`config.mk`:
```
export PLATFORM = sky130hd
export DESIGN_NAME = pwb_commit
export DESIGN_NICKNAME = d
export VERILOG_FILES = /design/src/rtl/pwb_pkg.sv /design/src/rtl/pwb_prot.sv /design/src/rtl/pwb_slots.sv /design/src/rtl/pwb_timer.sv /design/src/rtl/pwb_commit.sv
export SDC_FILE = /design/constraint.sdc
export NUM_CORES = 1
export LEC_CHECK = 0
export ABC_AREA = 1
export ABC_CLOCK_PERIOD_IN_PS = 4100
export CORE_MARGIN = 5
export CORE_UTILIZATION = 45
export DETAILED_ROUTE_END_ITERATION = 10
export SYNTH_ARGS = -nofsm -noshare
export SYNTH_HDL_FRONTEND = slang
export SYNTH_SLANG_ARGS = --single-unit
```
`constraint.sdc`:
```
create_clock -name clk -period 4.1 [get_ports clk]
set_input_delay 0.41 -clock clk [delete_from_list [all_inputs] [get_ports clk]]
set_output_delay 0.41 -clock clk [all_outputs]
set_load 0.01 [all_outputs]
```
`src/rtl/pwb_pkg.sv`:
```
package pwb_pkg;

    typedef enum logic {
        PROT_WHOLE   = 1'b0,
        PROT_TOP_QTR = 1'b1
    } prot_mode_e;

endpackage

```
`src/rtl/pwb_prot.sv`:
```
module pwb_prot
    import pwb_pkg::*;
#(
    parameter int ADDR_W = 13
) (
    input  logic [ADDR_W-1:0] addr,
    input  logic              wp,
    input  prot_mode_e        mode,
    output logic              locked
);

    logic in_top_qtr;

    always_comb begin
        in_top_qtr = (addr[ADDR_W-1 -: 2] == 2'b11);
        locked     = wp && ((mode == PROT_WHOLE) || in_top_qtr);
    end

endmodule

```
`src/rtl/pwb_slots.sv`:
```
module pwb_slots #(
    parameter int DATA_W     = 8,
    parameter int PAGE_BYTES = 32,
    localparam int OFS_W     = $clog2(PAGE_BYTES)
) (
    input  logic              clk,
    input  logic              rst_n,
    input  logic              wr_en,
    input  logic [OFS_W-1:0]  wr_idx,
    input  logic [DATA_W-1:0] wr_data,
    input  logic              wr_keep,
    input  logic              clr,
    input  logic [OFS_W-1:0]  rd_idx,
    output logic              rd_valid,
    output logic [DATA_W-1:0] rd_data
);

    typedef struct packed {
        logic              full;
        logic [DATA_W-1:0] data;
    } slot_t;

    slot_t slot_q [PAGE_BYTES];

    for (genvar g = 0; g < PAGE_BYTES; g++) begin : g_slot
        slot_t slot_d;
        logic  hit;

        always_comb begin
            hit    = wr_en && (wr_idx == OFS_W'(g));
            slot_d = slot_q[g];
            if (clr) begin
                slot_d.full = 1'b0;
            end else if (hit) begin
                slot_d.full = wr_keep;
                slot_d.data = wr_data;
            end
        end

        always_ff @(posedge clk or negedge rst_n) begin
            if (!rst_n) begin
                slot_q[g] <= '0;
            end else begin
                slot_q[g] <= slot_d;
            end
        end
    end

    always_comb begin
        rd_valid = slot_q[rd_idx].full;
        rd_data  = slot_q[rd_idx].data;
    end

endmodule

```
`src/rtl/pwb_timer.sv`:
```
module pwb_timer #(
    parameter int CNT_W      = 20,
    parameter int PAGE_BYTES = 32
) (
    input  logic             clk,
    input  logic             rst_n,
    input  logic             launch,
    input  logic [CNT_W-1:0] cycle_len,
    output logic             busy,
    output logic [CNT_W-1:0] cnt,
    output logic             last
);

    localparam logic [CNT_W-1:0] MIN_LEN = CNT_W'(PAGE_BYTES);

    typedef struct packed {
        logic             busy;
        logic [CNT_W-1:0] cnt;
        logic [CNT_W-1:0] len;
    } tmr_t;

    tmr_t tmr_d, tmr_q;

    always_comb begin
        tmr_d = tmr_q;
        last  = tmr_q.busy && (tmr_q.cnt == tmr_q.len - CNT_W'(1));
        if (tmr_q.busy) begin
            if (last) begin
                tmr_d.busy = 1'b0;
                tmr_d.cnt  = '0;
            end else begin
                tmr_d.cnt = tmr_q.cnt + CNT_W'(1);
            end
        end else if (launch) begin
            tmr_d.busy = 1'b1;
            tmr_d.cnt  = '0;
            tmr_d.len  = (cycle_len < MIN_LEN) ? MIN_LEN : cycle_len;
        end
    end

    always_ff @(posedge clk or negedge rst_n) begin
        if (!rst_n) begin
            tmr_q <= '0;
        end else begin
            tmr_q <= tmr_d;
        end
    end

    assign busy = tmr_q.busy;
    assign cnt  = tmr_q.cnt;

endmodule

```
`src/rtl/pwb_commit.sv`:
```
module pwb_commit
    import pwb_pkg::*;
#(
    parameter int ADDR_W     = 13,
    parameter int DATA_W     = 8,
    parameter int PAGE_BYTES = 32,
    parameter int CNT_W      = 20
) (
    input  logic              clk,
    input  logic              rst_n,
    input  logic [CNT_W-1:0]  cycle_len,
    input  logic              prot_mode,
    input  logic              wp,
    input  logic              addr_load,
    input  logic [ADDR_W-1:0] start_addr,
    input  logic              byte_stb,
    input  logic [DATA_W-1:0] byte_data,
    input  logic              stop_stb,
    output logic              busy,
    output logic              arr_we,
    output logic [ADDR_W-1:0] arr_addr,
    output logic [DATA_W-1:0] arr_wdata,
    output logic [ADDR_W-1:0] ptr_addr
);

    localparam int OFS_W  = $clog2(PAGE_BYTES);
    localparam int PAGE_W = ADDR_W - OFS_W;

    typedef struct packed {
        logic [PAGE_W-1:0] page;
        logic [OFS_W-1:0]  ofs;
        logic              got;
    } ctl_t;

    ctl_t ctl_d, ctl_q;

    logic              slot_we;
    logic              slot_clr;
    logic              launch;
    logic              byte_locked;
    logic              rd_valid;
    logic [DATA_W-1:0] rd_data;
    logic [CNT_W-1:0]  cyc_cnt;
    logic              cyc_last;
    logic              sweep_on;
    logic [OFS_W-1:0]  sweep_idx;

    // Next-state logic for the pointer and transfer flag
    always_comb begin
        ctl_d    = ctl_q;
        slot_we  = 1'b0;
        slot_clr = 1'b0;
        launch   = 1'b0;
        if (cyc_last) begin
            slot_clr  = 1'b1;
            ctl_d.got = 1'b0;
        end
        if (!busy) begin
            if (addr_load) begin
                {ctl_d.page, ctl_d.ofs} = start_addr;
                ctl_d.got = 1'b0;
                slot_clr  = 1'b1;
            end else if (byte_stb) begin
                slot_we   = 1'b1;
                ctl_d.ofs = ctl_q.ofs + OFS_W'(1);
                ctl_d.got = 1'b1;
            end
            launch = stop_stb && ctl_q.got;
        end
    end

    always_ff @(posedge clk or negedge rst_n) begin
        if (!rst_n) begin
            ctl_q <= '0;
        end else begin
            ctl_q <= ctl_d;
        end
    end

    pwb_prot #(
        .ADDR_W (ADDR_W)
    ) u_prot (
        .addr   ({ctl_q.page, ctl_q.ofs}),
        .wp     (wp),
        .mode   (prot_mode_e'(prot_mode)),
        .locked (byte_locked)
    );

    pwb_slots #(
        .DATA_W     (DATA_W),
        .PAGE_BYTES (PAGE_BYTES)
    ) u_slots (
        .clk      (clk),
        .rst_n    (rst_n),
        .wr_en    (slot_we),
        .wr_idx   (ctl_q.ofs),
        .wr_data  (byte_data),
        .wr_keep  (!byte_locked),
        .clr      (slot_clr),
        .rd_idx   (sweep_idx),
        .rd_valid (rd_valid),
        .rd_data  (rd_data)
    );

    pwb_timer #(
        .CNT_W      (CNT_W),
        .PAGE_BYTES (PAGE_BYTES)
    ) u_timer (
        .clk       (clk),
        .rst_n     (rst_n),
        .launch    (launch),
        .cycle_len (cycle_len),
        .busy      (busy),
        .cnt       (cyc_cnt),
        .last      (cyc_last)
    );

    always_comb begin
        sweep_on  = busy && (cyc_cnt < CNT_W'(PAGE_BYTES));
        sweep_idx = cyc_cnt[OFS_W-1:0];
        arr_we    = sweep_on && rd_valid;
        arr_addr  = {ctl_q.page, sweep_idx};
        arr_wdata = rd_data;
        ptr_addr  = {ctl_q.page, ctl_q.ofs};
    end

endmodule

```
==> metrics.cfg, run 1 <==
[run_status]
status = finished, final reports clean

[sta]
post-route-period-util = 0.9313
max_freq_ghz = 0.2619
finalHoldViolCount = 0
finClkSkew_ps = 19.37
fin_crit_ps = 3818
fin_ws_ps = 281.6
setup_violations = 0
worst_slew_pin_slew_ps = 1215
rsz0062_at_grt = no
slew_headroom = 0.1891
setup_tns_ps = 0
slew_viol_final = 0

[cells_and_area]
fin_area_sq_um = 19580
finalNetCount = 2185
diodes = 0
fin_cells = 2667
synthToLayoutAreaGrowth_pct = 13.76
drive_above_1_share = 0.07978

[global_routing]
grt_pass1_wl_mm = 82.48
antenna_found_initial = 3
grt_overflow = 0
track_usage = 0.2460
grt_pass1_vias = 14520
grt_max_degree = 93

[detailed_routing]
routed_wl_mm = 51.89
firstDrtPassIters = 5
avgRoutedWirePerCell_um = 19.46
drc = 0
vias = 14830
drt.antenna.violating_nets = 0
drtIter0Drc = 1197
viasPerCell = 5.562

[clock_network]
cts_root_buffer = clkbuf_16
numCtsBuffers = 39
tritoncts = yes
cts_sinks = 343
clkLatencyLatePin_ps = 550
h-tree-depth = 2
path_clk_slew_ps = 50
post-cts-setup-buffer-count = 0
cts_buffer_depth = 3

[place]
place_inst = 2598
gp_congestion = 0.8661
postPlaceCellArea_sq_um = 18210
preCtsSetupSlack_ps = 897.3
post-dp-hpwl_mm = 34.24
portBuffers = 83

[synthesis]
netlist.area_leader.share = 0.4986
synth-seq-area-share = 0.4986
synth_flop_cell = dfrtp_1
ys_seq_elements = 343
yosys_warnings = 0
syn-num-nets = 2196
synth.avg_cell_area_sq_um = 8.044
ys_async_sr_fraction = 1.000
synth_edf_count = 0
ys_types = 42
synth_area_sq_um = 17210
syn_inst = 2140
synth.area.top_cells = dfrtp_1 50%, o21ai_0 11%, nand2_1 11%
synth_top_area_cell = dfrtp_1

[die]
fp-row-count = 71
start_util = 0.4559
die_w_um = 205.6
core_area_sq_um = 37760
die-area_sq_um = 42270
die-height_um = 205.6
io_pins = 84

[critical_path]
r2r_slack_ps = 1570
worstRegToRegCells = 13
crit_family = buffers and inverters
worst_setup_path_end_kind = output port
critPathKind = flip-flop to output port
max_stage_delay_ps = 600
worstPathRequired_ps = 3690
startpoint = u_timer.cnt[0]
crit_slowest_cell = dfrtp_4
reg2reg_to = u_slots.slot_q[116]
cp-start-kind = flip-flop
worst-path-buf-inv = 5
crit_fanout = 40
critPathArrivalTime_ps = 3410
timing.rr.start = u_timer.tmr_q[0]
cp_cell_sequence = inv_4 -> buf_12 -> buf_4 -> o21ai_0 -> o221ai_1 -> nand3_1 -> nand4_1 -> o31ai_1 -> inv_1 -> clkdlybuf4s50_1

[run]
maxCapViolations = 0

[worst_hold_path]
whs_path_depth = 3
min_from = cycle_len[4]
worstHoldPathType = input pin to flip-flop
whs_endpoint = u_timer.tmr_q[4]

[power]
p_leak_uw = 0.009182
finalPower_uw = 7362
power_per_cell_area_nw_per_um2 = 376.0
irDropWorstVdd_mv = 0.4037

-- cell families after synthesis --
group,after synthesis,share of synthesized area
buffers and inverters,264,0.06927
AND/OR/NAND/NOR,944,0.2367
XOR/XNOR,30,0.01526
AO/OA/AOI/OAI,543,0.1691
adder cells (fa/ha/maj),8,0.005815
flip-flops,343,0.4986
multiplexers,8,0.005234
-- worst min-delay path, stage by stage --
cell and delay, ps:
clkdlybuf4s50_1 390, nand3_1 70, o21ai_0 70
-- worst max path at each step --
stage	endpoint	slack [ps]	cells after the start
global route	arr_wdata[1]	110	10
CTS	arr_wdata[1]	320	10
finish	arr_wdata[1]	280	10
detailed placement	arr_wdata[1]	900	10
global placement	arr_wdata[1]	920	10
floorplan	arr_we	2040	9
-- registers in the layout, summed over array words and instances, names as in the netlist --
register / flops
arr_addr: 8
u_slots.slot_q: 288
ptr_addr: 5
u_timer.tmr_q: 20
u_timer.busy: 1
ctl_q: 1
u_timer.cnt: 20
-- metrics by stage --
step | hold slack, ps | utilization
floorplan | 114.4 | -
global placement | 460.5 | 0.4823
CTS | 447.5 | 0.5187
finish | 465.0 | 0.5187
detailed placement | 468.1 | 0.4823
global route | 472.0 | 0.5187
-- synth_stat cells, types with 13 or more instances --
cell and count:
nor2_1 267, nor2_2 25, nand3_1 69, dfrtp_1 343
inv_1 91, buf_2 31, xor2_1 24, o211ai_1 13
o21ai_1 33, o221ai_1 21, o22ai_1 28, clkbuf_1 94
nand4_1 22, nand2_1 492, buf_4 27, a21oi_1 51
o21ai_0 380
-- metal layers --
layer | global-route usage | wire (um) | up-vias | part of all wire
met2 | 0.3971 | 24010 | 465 | 0.46
met3 | 0.04744 | 3208 | 112 | 0.062
met4 | 0.08445 | 1745 | 6 | 0.034
met1 | 0.3341 | 22910 | 7204 | 0.44
li1 | - | - | 7046 | -
met5 | 0 | 23 | - | 0.00044
-- cell type report --
cell class,instances,area [sq um]
Clock buffer,54,1124
Inverter,96,362.8
Fill cell,3600,18170
Multi-Input combinational cell,1533,7441
Clock inverter,14,241.5
Tap cell,511,639.4
Sequential cell,343,8588
Timing Repair Buffer,116,1186
-- what timing repair did --
| action | CTS | global route |
|---|---|---|
| endpoints found under the hold margin | 87 | 0 |
| endpoints found under the setup margin | 0 | 0 |
| resized for setup | 0 | 0 |
| hold buffers | 1 | 0 |
-- report_power, final --
group	internal [uW]	switching (uW)
Combinational	67.1	170
Sequential	3390	7.48
Clock	2300	1430
-- cell usage in the layout, fill, tap and decap left out, types with 33 or more instances in the layout --
| cell | count |
|---|---|
| nand2_1 | 492 |
| o21ai_0 | 380 |
| dfrtp_1 | 341 |
| nor2_1 | 266 |
| inv_1 | 90 |
| clkdlybuf4s50_1 | 82 |
| nand3_1 | 69 |
| a21oi_1 | 51 |
| clkbuf_16 | 40 |
| o21ai_1 | 33 |
Note: power is estimated with default switching activity, not from simulation.
==> inputs of run 2 (changes only) <==
--- a/config.mk
+++ b/config.mk
@@ -5,10 +5,10 @@
 export SDC_FILE = /design/constraint.sdc
 export NUM_CORES = 1
 export LEC_CHECK = 0
-export ABC_AREA = 1
 export ABC_CLOCK_PERIOD_IN_PS = 4100
 export CORE_MARGIN = 5
 export CORE_UTILIZATION = 45
+export CTS_CLUSTER_SIZE = 24
 export DETAILED_ROUTE_END_ITERATION = 10
 export SYNTH_ARGS = -nofsm -noshare
 export SYNTH_HDL_FRONTEND = slang
==> metrics.cfg, run 2 <==
[critical_path]
crit_slowest_cell = dfrtp_4
max_stage_delay_ps = 710
cp_cell_sequence = buf_12 -> mux4_2 -> mux4_2 -> mux2_2 -> clkdlybuf4s50_1
cp-start-kind = flip-flop
worst-path-buf-inv = 2
crit_family = multiplexers
worstPathRequired_ps = 3690
critPathKind = flip-flop to output port
critPathArrivalTime_ps = 3420
crit_top_cell = mux4_2
worst_setup_path_end_kind = output port
crit_fanout = 22

[clock_network]
cts_resized = 0
path_clk_slew_ps = 60
numCtsBuffers = 39
cts_sinks = 343
clkLatencyLatePin_ps = 560
h-tree-depth = 2
hold_buffers = 1
post-cts-setup-buffer-count = 0
tritoncts = yes
cts_buffer_depth = 3
cts_root_buffer = clkbuf_16

[die]
die-area_sq_um = 41680
start_util = 0.4536
die-height_um = 204.2
die_w_um = 204.2
core_area_sq_um = 37400
fp-row-count = 71
io_pins = 84

[synthesis]
synth_common_cells = 343 x dfrtp_1, 272 x mux2_2, 90 x mux4_2
synth-seq-area-share = 0.5059
netlist.area_leader.share = 0.5059
synth_top_area_cell = dfrtp_1
synth.area.top_cells = dfrtp_1 51%, mux2_2 18%, mux4_2 12%
synth.avg_cell_area_sq_um = 13.60
ys_async_sr_fraction = 1.000
synth_flop_cell = dfrtp_1
syn_inst = 1247
ys_types = 58
synth_edf_count = 0
synth_area_sq_um = 16970
syn-num-nets = 1303
yosys_warnings = 0
ys_seq_elements = 343
yosysMostFrequentCell = dfrtp_1

[sta]
worst_slew_pin_slew_ps = 1168
fin_crit_ps = 3833
slew_viol_final = 0
setup_tns_ps = 0
finalHoldViolCount = 0
setup_violations = 0
fin_ws_ps = 267.2
slew_headroom = 0.2186
post-route-period-util = 0.9348
max_freq_ghz = 0.2609
finClkSkew_ps = 23.65
rsz0062_at_grt = no

[detailed_routing]
drtIter0Drc = 549
drt.antenna.violating_nets = 0
routed_wl_mm = 41.15
avgRoutedWirePerCell_um = 22.61
vias = 10340
viasPerCell = 5.679
firstDrtPassIters = 5
drc = 0

[place]
portBuffers = 83
place_inst = 1750
postPlaceCellArea_sq_um = 18160
preCtsSetupSlack_ps = 801.4
post-dp-hpwl_mm = 25.58
gp_congestion = 0.7890

[global_routing]
use_met3 = 0.03316
grt_pass1_vias = 10880
busiest_layer = met2
grt_overflow = 0
grt_max_degree = 110
grt_pass1_wl_mm = 65.30
grt_use_met2 = 0.3213
use_met1 = 0.2881
antenna_found_initial = 1
track_usage = 0.2010

[power]
power_per_cell_area_nw_per_um2 = 578.9
p_leak_uw = 0.009036
irDropWorstVdd_mv = 0.4193

[cells_and_area]
diodes = 0
finalNetCount = 1337
largest_reg_flops = 288
layout_commonest_cell = dfrtp_1
final_cell_mix = 340 x dfrtp_1, 272 x mux2_2, 90 x mux4_2, 82 x clkdlybuf4s50_1, 71 x nand2_1
regMostFlops = u_slots.slot_q
fin_cells = 1820
num-fill-cells = 3162
drive_above_1_share = 0.3904
synthToLayoutAreaGrowth_pct = 14.41
fin_area_sq_um = 19410

[worst_hold_path]
worstHoldPathType = input pin to flip-flop

[run_status]
status = finished, final reports clean

[run]
maxCapViolations = 0

-- run 2: cell families (layout without fill, tap and decap cells) --
group           count (synthesis)  after routing  share of synthesized area
mux                           363            363                     0.3006
flops                         343            343                     0.5059
simple gates                  285            285                    0.09920
buf+inv                       124            186                    0.03695
compound gates                 78             78                    0.02766
xor+xnor                       46             46                    0.02375
fa+ha+maj                       8              8                   0.005900
-- run 2: stage by stage --
step / utilization / power (uW) / hold WS, ps
after detailed placement: 0.4856 / 7909 / 487.5
final: 0.5190 / 11240 / 410.8
after global routing: 0.5190 / 11830 / 433.6
after CTS: 0.5190 / 11350 / 392.6
after global placement: 0.4856 / 7862 / 482.1
after floorplan: - / 6918 / 114.4
-- run 2: metal layers --
metal | vias up | share of wire
li1 | 4634 | -
met1 | 5412 | 0.46
met2 | 215 | 0.47
met3 | 72 | 0.043
met4 | 2 | 0.025
met5 | - | 0.00049
-- run 2: cell type report --
cell class              count  area, sq um  area share
flip-flops and latches    343         8592      0.4427
multi-input cells         780         7775      0.4006
repair buffers            109         1134     0.05840
clock buffers              54         1102     0.05679
well taps                 511        639.4     0.03294
clock inverters            15        137.6    0.007091
inverters                   8        30.03    0.001547
-- run 2: final timing paths --
kind	end	depth (start not counted)	slack (ps)	from
max in group asynchronous	u_slots.slot_q[145]	3	2600	rst_n
min reg2reg	u_slots.slot_q[171]	1	500	u_slots.slot_q[171]
min in group asynchronous	u_slots.slot_q[21]	2	520	rst_n
max	arr_wdata[2]	5	270	u_timer.cnt[0]
max reg2reg	u_timer.cnt[2]	7	980	u_timer.cnt[2]
min	u_timer.tmr_q[9]	3	410	cycle_len[9]
-- run 2: worst register-to-register path, cell delays in order, from the launching register on --
cell and delay [ps]:
dfrtp_2 1070, nor2b_1 130, o311ai_0 620, nand4_1 150, nor4_1 300, and3_2 250
buf_12 330, nor3_2 120
-- run 2: power breakdown --
| part | leakage (uW) | internal, uW | switching [uW] | total [uW] |
|---|---|---|---|---|
| sequential | 0.00466 | 3920 | 802 | 4720 |
| combinational | 0.00375 | 1700 | 1420 | 3120 |
| clock | 0.000622 | 1960 | 1440 | 3400 |
==> inputs of run 3 (changes only) <==
--- a/config.mk
+++ b/config.mk
@@ -5,7 +5,7 @@
 export SDC_FILE = /design/constraint.sdc
 export NUM_CORES = 1
 export LEC_CHECK = 0
-export ABC_CLOCK_PERIOD_IN_PS = 4100
+export ABC_CLOCK_PERIOD_IN_PS = 3400
 export CORE_MARGIN = 5
 export CORE_UTILIZATION = 45
 export CTS_CLUSTER_SIZE = 24
==> constraint.sdc (replaced) <==
create_clock -name clk -period 3.4 [get_ports clk]
set_input_delay 0.34 -clock clk [delete_from_list [all_inputs] [get_ports clk]]
set_output_delay 0.34 -clock clk [all_outputs]
set_load 0.01 [all_outputs]
==> metrics.cfg, run 3 (synthesis results as in run 2) <==
[run_status]
status = finished, final reports clean

[clock_network]
numCtsBuffers = 38
tritoncts = yes
h-tree-depth = 2
cts_buffer_depth = 3
clkLatencyLatePin_ps = 560
cts_sinks = 343
path_clk_slew_ps = 60
cts_root_buffer = clkbuf_16

[global_routing]
grt_max_degree = 81
antenna_found_initial = 1
grt_pass1_wl_mm = 67.39
busiest_layer = met2
use_met3 = 0.03523
use_met1 = 0.2912
track_usage = 0.2097
grt_overflow = 0
grt_use_met2 = 0.3405
grt_pass1_vias = 11240

[cells_and_area]
fin_area_sq_um = 20000
finalNetCount = 1388
final_cell_mix = 340 x dfrtp_1, 272 x mux2_2, 90 x mux4_2, 73 x clkdlybuf4s50_1, 71 x nand2_1
drive_above_1_share = 0.4124
synthToLayoutAreaGrowth_pct = 17.88
largest_reg_flops = 288
diodes = 0
num-fill-cells = 3169
regMostFlops = u_slots.slot_q
layout_commonest_cell = dfrtp_1

[place]
gp_congestion = 0.7849
preCtsSetupSlack_ps = 347.2
post-dp-hpwl_mm = 26.75
portBuffers = 83
postPlaceCellArea_sq_um = 18500

[critical_path]
crit_fanout = 7
worstRegToRegCells = 9
critPathKind = flip-flop to output port
crit_family = multiplexers
timing.rr.start = u_timer.tmr_q[0]
worstPathRequired_ps = 3060
reg2reg_to = u_timer.cnt[1]
cp.depth = 7
cp_cell_sequence = buf_12 -> buf_12 -> buf_8 -> mux4_2 -> mux4_2 -> mux2_2 -> clkdlybuf4s15_2
crit_slowest_cell = mux4_2
endpoint = arr_wdata[6]
startpoint = u_timer.cnt[0]
cp-start-kind = flip-flop
max_stage_delay_ps = 540
r2r_slack_ps = 600
worst-path-buf-inv = 4
worst_setup_path_end_kind = output port
critPathArrivalTime_ps = 3000

[sta]
max_freq_ghz = 0.2993
slew_headroom = 0.2450
rsz0062_at_grt = no
fin_crit_ps = 3341
setup_violations = 0
finalHoldViolCount = 0
fin_ws_ps = 58.94
slew_viol_final = 0
setup_tns_ps = 0
holdWs_ps = 354.1
post-route-period-util = 0.9827
worst_slew_pin_slew_ps = 1129
finClkSkew_ps = 24.37

[detailed_routing]
drc = 0
drt.antenna.violating_nets = 0
firstDrtPassIters = 6
avgRoutedWirePerCell_um = 22.82
vias = 10570
routed_wl_mm = 42.65
viasPerCell = 5.653
drtIter0Drc = 588

[power]
power_per_cell_area_nw_per_um2 = 704.5
p_comb_frac = 0.313
irDropWorstVdd_mv = 0.3777
p_clk_frac = 0.299
sw_frac_of_total = 0.3184
power_frac_seq = 0.388
switchingPower_uw = 4486
p_int_uw = 9603
p_leak_uw = 0.009361

[die]
die-height_um = 204.2
die-area_sq_um = 41680
start_util = 0.4536
core_area_sq_um = 37400
die_w_um = 204.2
io_pins = 84
fp-row-count = 71

[run]
maxCapViolations = 0

[worst_hold_path]
worstHoldPathType = input pin to flip-flop

==> run 3: changes by cell type in the layout (fill, tap and decap cells not counted), sizes merged <==
cell,delta
clkinv,-5
dlygate4sd2,+4
clkdlybuf4s50,-9
bufbuf,+1
bufinv,+3
buf,+51
clkinvlp,+1
clkdlybuf4s15,+5
inv,-2
==> run 3: power groups by stage <==
stage          registers [uW]  logic (uW)  clock network (uW)
2_1_floorplan            5170        3180                   0
3_3_place_gp             5550        4010                   0
3_5_place_dp             5560        4090                   0
4_1_cts                  5460        4460                4350
5_1_grt                  5560        4760                4500
6_report                 5460        4410                4220
==> run 3: worst min path at each step <==
| stage | depth (start not counted) | slack [ps] | end | start |
|---|---|---|---|---|
| after floorplan | 0 | 40 | arr_addr[10] | rst_n |
| after CTS | 3 | 320 | u_timer.tmr_q[16] | cycle_len[16] |
| after global routing | 3 | 360 | u_timer.tmr_q[5] | cycle_len[5] |
| after detailed placement | 1 | 410 | u_slots.slot_q[138] | rst_n |
| after global placement | 1 | 390 | ptr_addr[2] | rst_n |
| final | 3 | 350 | u_timer.tmr_q[9] | cycle_len[9] |
==> run 3: cell type report <==
type | instances | area [sq um] | area share
Sequential cell | 343 | 8592 | 0.4296
Multi-Input combinational cell | 780 | 7775 | 0.3888
Timing Repair Buffer | 161 | 1692 | 0.08459
Clock buffer | 54 | 1081 | 0.05406
Tap cell | 511 | 639.4 | 0.03197
Clock inverter | 12 | 188.9 | 0.009448
Inverter | 8 | 30.03 | 0.001502
==> run 3: routing by layer <==
layer,wire (um),part of all wire,vias up
met5,13,0.00030,-
met4,1091,0.026,2
met3,1837,0.043,63
met2,20650,0.48,199
met1,19060,0.45,5565
li1,-,-,4736
==> run 3: stage by stage <==
step | total power [uW] | std cells | utilization
floorplan | 8343 | 1247 | -
global placement | 9551 | 1789 | 0.4947
detailed placement | 9653 | 1789 | 0.4947
CTS | 14270 | 1869 | 0.5347
global route | 14830 | 1869 | 0.5347
finish | 14090 | 1869 | 0.5347
==> run 3: worst register-to-register path, stage by stage (launching register included) <==
cell	delay [ps]
dfrtp_1	430
inv_1	90
ha_1	200
nor2b_2	320
a31oi_1	150
or3_1	360
or3b_1	380
nor4_1	240
nand4_1	210
a32o_1	320
==> run 3: repair_timing <==
action / in CTS / in global routing
resized for setup: 21 / 1
setup buffers: 10 / 0
setup endpoints to repair: 9 / 1
hold buffers: 1 / 0
endpoints found under the hold margin: 74 / 0
cloned: 3 / 0
